===== src/rtl/cts_pkg.sv =====
package cts_pkg;
  localparam int STATE_W = 3;

  typedef enum logic [STATE_W-1:0] {
    ST_IDLE       = 3'd0,
    ST_RUNNING    = 3'd1,
    ST_SQUASHING  = 3'd2,
    ST_TRAP_PEND  = 3'd3,
    ST_FETCH_TRAP = 3'd4
  } thr_state_e;

  typedef enum logic [1:0] {
    POL_GREEDY = 2'd0,
    POL_ROTATE = 2'd1,
    POL_OLDEST = 2'd2,
    POL_RSVD   = 2'd3
  } pol_e;
endpackage


===== src/rtl/cts_rr_order.sv =====
module cts_rr_order #(
  parameter int NT    = 4,
  parameter int TID_W = 2
) (
  input  logic             clk_i,
  input  logic             rst_ni,
  input  logic [NT-1:0]    elig_i,
  input  logic             advance_i,
  output logic             hit_o,
  output logic [TID_W-1:0] tid_o
);
  logic [TID_W-1:0] order_q [NT];
  logic [TID_W-1:0] order_d [NT];
  logic [TID_W-1:0] pos;

  always_comb begin
    hit_o = 1'b0;
    pos   = '0;
    tid_o = '0;
    for (int i = 0; i < NT; i++) begin
      if (!hit_o && elig_i[order_q[i]]) begin
        hit_o = 1'b1;
        pos   = TID_W'(i);
        tid_o = order_q[i];
      end
    end
  end

  // move-to-back of the picked position
  always_comb begin
    for (int i = 0; i < NT; i++) begin
      if (i < int'(pos))   order_d[i] = order_q[i];
      else if (i == NT-1)  order_d[i] = order_q[pos];
      else                 order_d[i] = order_q[(i+1) % NT];
    end
  end

  always_ff @(posedge clk_i or negedge rst_ni) begin
    if (!rst_ni) begin
      for (int i = 0; i < NT; i++) order_q[i] <= TID_W'(i);
    end else if (advance_i && hit_o) begin
      for (int i = 0; i < NT; i++) order_q[i] <= order_d[i];
    end
  end

  logic [NT*TID_W-1:0] order_flat;
  logic [NT-1:0]       seen;
  always_comb begin
    seen = '0;
    for (int i = 0; i < NT; i++) begin
      order_flat[i*TID_W +: TID_W] = order_q[i];
      seen[order_q[i]] = 1'b1;
    end
  end


  order_perm_chk: assert property (@(posedge clk_i) disable iff (!rst_ni)
    $countones(seen) == NT);

  moved_back_chk: assert property (@(posedge clk_i) disable iff (!rst_ni)
    (advance_i && hit_o) |=> order_q[NT-1] == $past(tid_o));

  order_hold_chk: assert property (@(posedge clk_i) disable iff (!rst_ni)
    !(advance_i && hit_o) |=> $stable(order_flat));
endmodule


===== src/rtl/cts_oldest_pick.sv =====
module cts_oldest_pick #(
  parameter int NT    = 4,
  parameter int TID_W = 2,
  parameter int SEQ_W = 16
) (
  input  logic [NT-1:0]       elig_i,
  input  logic [NT*SEQ_W-1:0] seq_i,
  output logic                hit_o,
  output logic [TID_W-1:0]    tid_o
);
  logic [SEQ_W-1:0] best_seq;

  always_comb begin
    hit_o    = 1'b0;
    tid_o    = '0;
    best_seq = '0;
    for (int t = 0; t < NT; t++) begin
      // strict compare keeps the lowest index on ties
      if (elig_i[t] && (!hit_o || seq_i[t*SEQ_W +: SEQ_W] < best_seq)) begin
        hit_o    = 1'b1;
        tid_o    = TID_W'(t);
        best_seq = seq_i[t*SEQ_W +: SEQ_W];
      end
    end
  end
endmodule


===== src/rtl/commit_thread_sel.sv =====
module commit_thread_sel
  import cts_pkg::*;
#(
  parameter int NUM_THREADS = 4,
  parameter int SEQ_W       = 16,
  localparam int TID_W      = (NUM_THREADS > 1) ? $clog2(NUM_THREADS) : 1
) (
  input  logic                           clk_i,
  input  logic                           rst_ni,
  input  logic [1:0]                     policy_i,
  input  logic [STATE_W*NUM_THREADS-1:0] state_i,
  input  logic [NUM_THREADS-1:0]         rob_empty_i,
  input  logic [NUM_THREADS-1:0]         head_ready_i,
  input  logic [SEQ_W*NUM_THREADS-1:0]   head_seq_i,
  input  logic                           consume_i,
  output logic                           valid_o,
  output logic [TID_W-1:0]               tid_o
);
  function automatic logic st_commit_ok(input logic [STATE_W-1:0] s);
    return s == ST_IDLE || s == ST_RUNNING;
  endfunction

  function automatic logic st_oldest_ok(input logic [STATE_W-1:0] s);
    return s == ST_IDLE || s == ST_RUNNING || s == ST_FETCH_TRAP;
  endfunction

  if (NUM_THREADS == 1) begin : g_single
    assign valid_o = st_oldest_ok(state_i[STATE_W-1:0]);
    assign tid_o   = '0;
  end else begin : g_multi
    logic [NUM_THREADS-1:0] rr_elig, old_elig;
    logic                   rr_hit, old_hit, rr_adv;
    logic [TID_W-1:0]       rr_tid, old_tid;

    always_comb begin
      for (int t = 0; t < NUM_THREADS; t++) begin
        rr_elig[t]  = st_commit_ok(state_i[t*STATE_W +: STATE_W]) && head_ready_i[t];
        old_elig[t] = st_oldest_ok(state_i[t*STATE_W +: STATE_W]) && head_ready_i[t]
                      && !rob_empty_i[t];
      end
    end

    assign rr_adv = consume_i && (pol_e'(policy_i) == POL_ROTATE);

    cts_rr_order #(.NT(NUM_THREADS), .TID_W(TID_W)) u_rr (
      .clk_i, .rst_ni, .elig_i(rr_elig), .advance_i(rr_adv),
      .hit_o(rr_hit), .tid_o(rr_tid)
    );

    cts_oldest_pick #(.NT(NUM_THREADS), .TID_W(TID_W), .SEQ_W(SEQ_W)) u_old (
      .elig_i(old_elig), .seq_i(head_seq_i), .hit_o(old_hit), .tid_o(old_tid)
    );

    always_comb begin
      valid_o = 1'b0;
      tid_o   = '0;
      unique case (pol_e'(policy_i))
        POL_ROTATE: begin valid_o = rr_hit;  tid_o = rr_tid;  end
        POL_GREEDY,
        POL_OLDEST: begin valid_o = old_hit; tid_o = old_tid; end
        default:    ;
      endcase
    end


    rsvd_idle_chk: assert property (@(posedge clk_i) disable iff (!rst_ni)
      (pol_e'(policy_i) == POL_RSVD) |-> !valid_o);

    oldest_nonempty_chk: assert property (@(posedge clk_i) disable iff (!rst_ni)
      (valid_o && pol_e'(policy_i) != POL_ROTATE) |-> !rob_empty_i[tid_o]);

    rr_ready_chk: assert property (@(posedge clk_i) disable iff (!rst_ni)
      (valid_o && pol_e'(policy_i) == POL_ROTATE) |->
        (head_ready_i[tid_o] && state_i[tid_o*STATE_W +: STATE_W] <= ST_RUNNING));

    none_zero_chk: assert property (@(posedge clk_i) disable iff (!rst_ni)
      !valid_o |-> tid_o == '0);
  end
endmodule


===== config.mk =====
export PLATFORM = sky130hd
export DESIGN_NAME = commit_thread_sel
export DESIGN_NICKNAME = d
export VERILOG_FILES = /design/src/rtl/cts_pkg.sv /design/src/rtl/cts_rr_order.sv /design/src/rtl/cts_oldest_pick.sv /design/src/rtl/commit_thread_sel.sv
export SDC_FILE = /design/constraint.sdc
export NUM_CORES = 1
export LEC_CHECK = 0
export BUFFER_PORTS_ARGS = -buffer_cell sky130_fd_sc_hd__buf_2
export CORE_MARGIN = 2
export CORE_UTILIZATION = 27
export CTS_CLUSTER_SIZE = 24
export DETAILED_ROUTE_END_ITERATION = 12
export MAX_ROUTING_LAYER = met4
export PLACE_DENSITY = 0.48
export SYNTH_ARGS = -nofsm -noshare
export SYNTH_HDL_FRONTEND = slang
export SYNTH_HIERARCHICAL = 1
export SYNTH_SLANG_ARGS = --single-unit
export TNS_END_PERCENT = 1

===== constraint.sdc =====
create_clock -name clk_i -period 9.6 [get_ports clk_i]
set_input_delay 0 -clock clk_i [delete_from_list [all_inputs] [get_ports clk_i]]
set_output_delay 0 -clock clk_i [all_outputs]
set_load 0.01 [all_outputs]

Word-level counts from Yosys, hierarchy flattened
Index checks and enable logic that the tools add are counted.
{ "totals": {"reg_bits": 8, "latch_bits": 0, "mem_bits_rw": 0, "romBits": 0, "output_inout_bits": 3, "elab_cells": 113, "mem_count": 0} }
{ "classes": {"add_sub_neg": 0, "mul": 0, "div_mod_pow": 0, "magnitude_cmp": 11, "n_eq_ne": 10, "n_shift": 0, "mux": 34, "bitwise_logic": 4, "reduce_logical": 50} }
{ "op_table": {"columns": ["op", "n"], "rows": [
  ["< comparator 16 bit", 3],
  ["2-to-1 mux 16 bit", 3],
  ["logical AND 1 bit", 20],
  ["2-to-1 mux 2 bit", 10],
  ["2-to-1 mux 1 bit", 14],
  ["== test 3 x 1 -> 1 bit (second input constant)", 4],
  ["== test 3 bit (second input constant)", 4],
  ["zero test 3 bit", 4],
  ["< comparator 2 x 3 -> 1 bit (second input constant)", 4],
  ["logical OR 1 bit", 11],
  ["zero test 1 bit", 10],
  ["binary-select mux 1 bit (select 2 bit)", 4],
  ["AND reduction 2 bit", 3],
  ["binary-select mux 2 bit (select 2 bit)", 1],
  ["< comparator 1 x 2 -> 1 bit (first input constant)", 2],
  ["case mux 2 bit (2 select lines)", 1],
  [">= comparator 3 bit (second input constant)", 1],
  ["NOT 1 bit", 3],
  ["NOT 2 -> 3 bit", 1],
  ["== test 2 x 1 -> 1 bit (second input constant)", 1],
  ["== test 2 bit (second input constant)", 1],
  ["zero test 2 bit", 1],
  ["< comparator 2 bit (first input constant)", 1],
  ["case mux 1 bit (2 select lines)", 1],
  ["OR reduction 2 bit", 1]
]} }

Depth between registers and ports, before layout
{ "depth": {"word_depth": 19, "mapped_depth": 32} }

By module
The synthesis kept the hierarchy.
{ "by_module_without_submodules": {"columns": ["module", "instances", "cells_each", "area_per_inst_um2", "seq_area_each_um2"], "rows": [
  ["cts_oldest_pick", 1, 226, 1619.1, 0.0],
  ["cts_rr_order", 1, 55, 570.5, 205.2],
  ["commit_thread_sel", 1, 19, 153.9, 0.0]
]} }

Least setup slack after synthesis
OpenSTA, ideal clock, no wires.
{ "synth_path": {"path_type": "input to output", "from": "input state_i[1]", "to": "output tid_o[1]", "arrival_ns": 5.754, "required_time_ns": 9.600, "path_slack_ns": 3.846, "path_stages": 31, "cell_sequence": "nand2b_4 a211oi_1 buf_4 clkbuf_1 nand2_1 ha_1 a21o_1 a221o_1 a22oi_2 a21bo_2 nand2_1 buf_2 a21oi_1 inv_1 ha_1 o21ai_2 or4_1 nand2b_1 and3_1 inv_1 o21ai_4 buf_6 mux2i_1 ha_1 nand3_1 o211ai_1 or4_1 a211oi_1 o21ai_0 nand4_1 a22o_1"} }
{ "synth_via": {"elab_chain_len": 19, "elab_cells_between_ends": 50} }
{ "synth_rtl": {"columns": ["item", "line", "text"], "rows": [
  ["start, declared", "commit_thread_sel.sv:11", "input logic [STATE_W*NUM_THREADS-1:0] state_i,"],
  ["== test 3 x 1 -> 1 bit or zero test 3 bit (tied branches)", "commit_thread_sel.sv:24", "return s == ST_IDLE || s == ST_RUNNING || s == ST_FETCH_TRAP;"],
  ["logical OR 1 bit", "commit_thread_sel.sv:24", null],
  ["logical OR 1 bit *", "commit_thread_sel.sv:24", null],
  ["logical AND 1 bit *", "commit_thread_sel.sv:38", "old_elig[t] = st_oldest_ok(state_i[t*STATE_W +: STATE_W]) && head_ready_i[t]"],
  ["logical AND 1 bit *", "commit_thread_sel.sv:39", "&& !rob_empty_i[t];"],
  ["via g_multi.old_elig[0]", "commit_thread_sel.sv:31", "logic [NUM_THREADS-1:0] rr_elig, old_elig;"],
  ["2-to-1 mux 16 bit or 2-to-1 mux 1 bit (tied branches)", "cts_oldest_pick.sv:19", "if (elig_i[t] && (!hit_o || seq_i[t*SEQ_W +: SEQ_W] < best_seq)) begin"],
  ["< comparator 16 bit or zero test 1 bit (tied branches)", "cts_oldest_pick.sv:19", null],
  ["[5 not listed]", null, null],
  ["logical AND 1 bit", "cts_oldest_pick.sv:19", null],
  ["2-to-1 mux 16 bit or 2-to-1 mux 1 bit (tied branches)", "cts_oldest_pick.sv:19", null],
  ["< comparator 16 bit or zero test 1 bit (tied branches)", "cts_oldest_pick.sv:19", null],
  ["logical OR 1 bit", "cts_oldest_pick.sv:19", null],
  ["logical AND 1 bit", "cts_oldest_pick.sv:19", null],
  ["2-to-1 mux 2 bit *", "cts_oldest_pick.sv:19", null],
  ["via g_multi.old_tid[1]", "commit_thread_sel.sv:33", "logic [TID_W-1:0] rr_tid, old_tid;"],
  ["case mux 2 bit (2 select lines) *", "commit_thread_sel.sv:57", "unique case (pol_e'(policy_i))"],
  ["end, declared", "commit_thread_sel.sv:17", "output logic [TID_W-1:0] tid_o"]
]} }
The timed path passes the listed nets; every way through them passes the cells marked *. The select of a mux whose other input is x is not followed.

Final worst setup path
{ "layout_path": {"from": "input state_i[1]", "to": "output tid_o[0]"} }
The elaborated chain is that of the path after synthesis.

==> flow_summary.yaml <==
outcome:
  status: "completed"
routing:
  initialDrtViolationCount: 74
  via_count: 2547
  wl_per_cell_um: 14.65
  antenna_left: 0
  wl_um: 7210
  drtPass1Iterations: 4
  post-route-drc-count: 0
  via_per_inst: 5.177
floorplan:
  die_h_um: 97.17
  chipWidth_um: 97.17
  rows: 33
  initial_utilization: 0.2824
  die_area_um2: 9441
  ioPinCount: 92
  core-area_um2: 8299
global_routing:
  grt_max_degree: 21
  grt_pass1_wl_um: 11960
  grt_pass1_vias: 2543
  grt_overflow_total: 0
  grt_use_total: 0.1553
  antenna_found_initial: 0
setup_path:
  cpMaxStageDelayCell: "a211oi_4"
  cp-start-kind: "primary input"
  cp_max_fo: 20
  crit_required_ps: 9600
  slowest_delay_ps: 620
  rr_worst_depth: 4
  setup.worst_path.end_class: "primary output"
  r2r-start: "g_multi.u_rr/order_flat[2]"
  cp_data_arrival_time_ps: 7200
  r2r_setup_slack_ps: 7660
  worstSetupPathType: "in2out"
  worstSetupStartpoint: "state_i[1]"
yosys:
  synth_compound_area_frac: 0.2707
  muxShareOfSynthArea: 0.1265
  synth_xor_area_frac: 0
  synth_top_area_share: 0.2403
  synth_adder_area_share: 0.2403
  syn_area_per_cell_um2: 7.812
  postSynthCellCount: 300
  ys_types: 53
  dominantRegCellSynth: "dfstp_2"
  yosysSeqAreaShare: 0.08756
  yosys_warnings: 6
  synth_top_family_by_area: "compound AO/OA/AOI/OAI gates"
  synth_area_um2: 2343
  synth_area_leaders: "ha_1 24%, a21oi_1 8.3%, mux2i_1 6.4%, nand2_1 6.4%, dfstp_2 4.5%"
  ys_ff_latch: 8
  syn_nets: 434
  synth_top_area_cell: "ha_1"
  synth_simple_gate_area_frac: 0.2232
  synthArstFlopShare: 1.000
  synth_edf_count: 0
clock_network:
  clk_latency_ps: 220
  clock-sinks: 8
  cts_root_buffer: "clkbuf_8"
  cts-resized-gates: 0
  cts_tree: "yes"
  ctsHtreeMaxLevel: 1
  hold_buffers: 1
  cts_buffers: 3
  path_clk_slew_ps: 40
  post_cts_buffers: 0
  cts_buffer_depth: 2
timing:
  relSlewSlack: 0.3612
  rsz0062_at_grt: "false"
  drv_slew: 0
  fmax_mhz: 138.8
  fin_tns_setup_ps: 0
  period_needed_ps: 7203
  tightest_slew_ps: 952.5
  setup_violations: 0
  fin_skew_ps: 1.402
  hold_viol: 0
  period_share: 0.7503
placement:
  dpl_cell_area_um2: 2904
  dp_cells: 488
  gp_congestion: 0.8934
  port_buffers: 91
  dp_hpwl_um: 6335
final_layout:
  instances_no_fill: 492
  drive_above_1_share: 0.3152
  fill_cells: 885
  area_growth_pct: 26.11
  design_area_um2: 2955
  num_antenna_cells: 0
  nNetsFinal: 523
power_and_ir_drop:
  pwr_density_cell_nw_per_um2: 85.37
  leakagePower_nw: 1.234
  ir_drop_mv: 0.1148
  p_total_uw: 252.3
run:
  cap_viol_max_count: 0
worst_hold_path:
  hold_class: "in2async"
[cell type report]
cell class / instances / area (µm²) / share of cell area
clock buffer: 3 / 41.29 / 0.01397
inverter: 20 / 75.07 / 0.02540
multi-input combinational: 263 / 2029 / 0.6867
sequential: 8 / 205.2 / 0.06943
tap: 105 / 131.4 / 0.04445
timing repair buffer: 93 / 473.0 / 0.1600
[worst max path at each step]
stage / cells past startpoint / endpoint
floorplan: 31 / tid_o[1]
global placement: 30 / tid_o[0]
detailed placement: 30 / tid_o[0]
CTS: 30 / tid_o[0]
global route: 30 / tid_o[0]
finish: 30 / tid_o[0]
[routing by layer]
layer,vias up,routed length (µm),global-route usage
li1,1324,-,-
met1,1160,3482,0.2117
met2,61,3387,0.2596
met3,2,309,0.01079
met4,0,31,0.02167
met5,-,0,-
[cell usage after synthesis (3+ instances only)]
cell / count
a2111oi_0: 3
a211oi_1: 6
a21oi_1: 39
a31oi_1: 15
and2_1: 3
clkbuf_1: 6
dfrtp_1: 4
dfstp_2: 4
ha_1: 45
inv_1: 20
mux2_2: 3
mux2i_1: 15
mux4_2: 4
nand2_1: 40
nand2b_1: 3
nand2b_4: 4
nand3_1: 5
nand4_1: 6
nor2_1: 12
nor3_1: 5
nor4_1: 3
o21ai_0: 12
or4_1: 4
[through the flow]
step	setup WS, ps	utilization	hold slack (ps)
after floorplan	3846	-	-295.6
after global placement	2462	0.3499	-152.1
after detailed placement	2362	0.3499	-153.0
after CTS	2360	0.3561	137.3
after global routing	1702	0.3561	157.9
final	2397	0.3561	140.1
[layout by cell type (no fill, tap or decap), drive strengths merged, types with 3 or more instances in the layout]
master	instances
inv	20
mux4	4
ha	45
and2	3
nand4	6
nor4	4
mux2	5
nor2	12
dfstp	4
nand2	40
buf	92
nor3	5
mux2i	15
nand2b	7
nand3	6
or4	4
clkbuf	3
a2111oi	3
a21oi	39
dfrtp	4
a31oi	15
a211oi	6
o21ai	16
[power by group]
group | internal (mW) | total [mW] | switching (mW)
Clock | 0.0270 | 0.0382 | 0.0112
Combinational | 0.0687 | 0.140 | 0.0716
Sequential | 0.0533 | 0.0738 | 0.0205
Total | 0.149 | 0.252 | 0.103
[logic make-up after synthesis]
group                    Yosys count
adder cells (fa/ha/maj)           45
flip-flops                         8
buffers and inverters             29
AND/OR/NAND/NOR                   96
AO/OA/AOI/OAI                     98
multiplexers                      24
[worst max-delay path, delay by kind of cell]
kind,cells,cell delay [ps]
adders and majority gates,3,890
buffers and inverters,5,740
muxes,1,370
AOI/OAI and AO/OA,16,3920
and+or+nand+nor,5,1270
No activity file was read; power rests on OpenSTA's default activity.
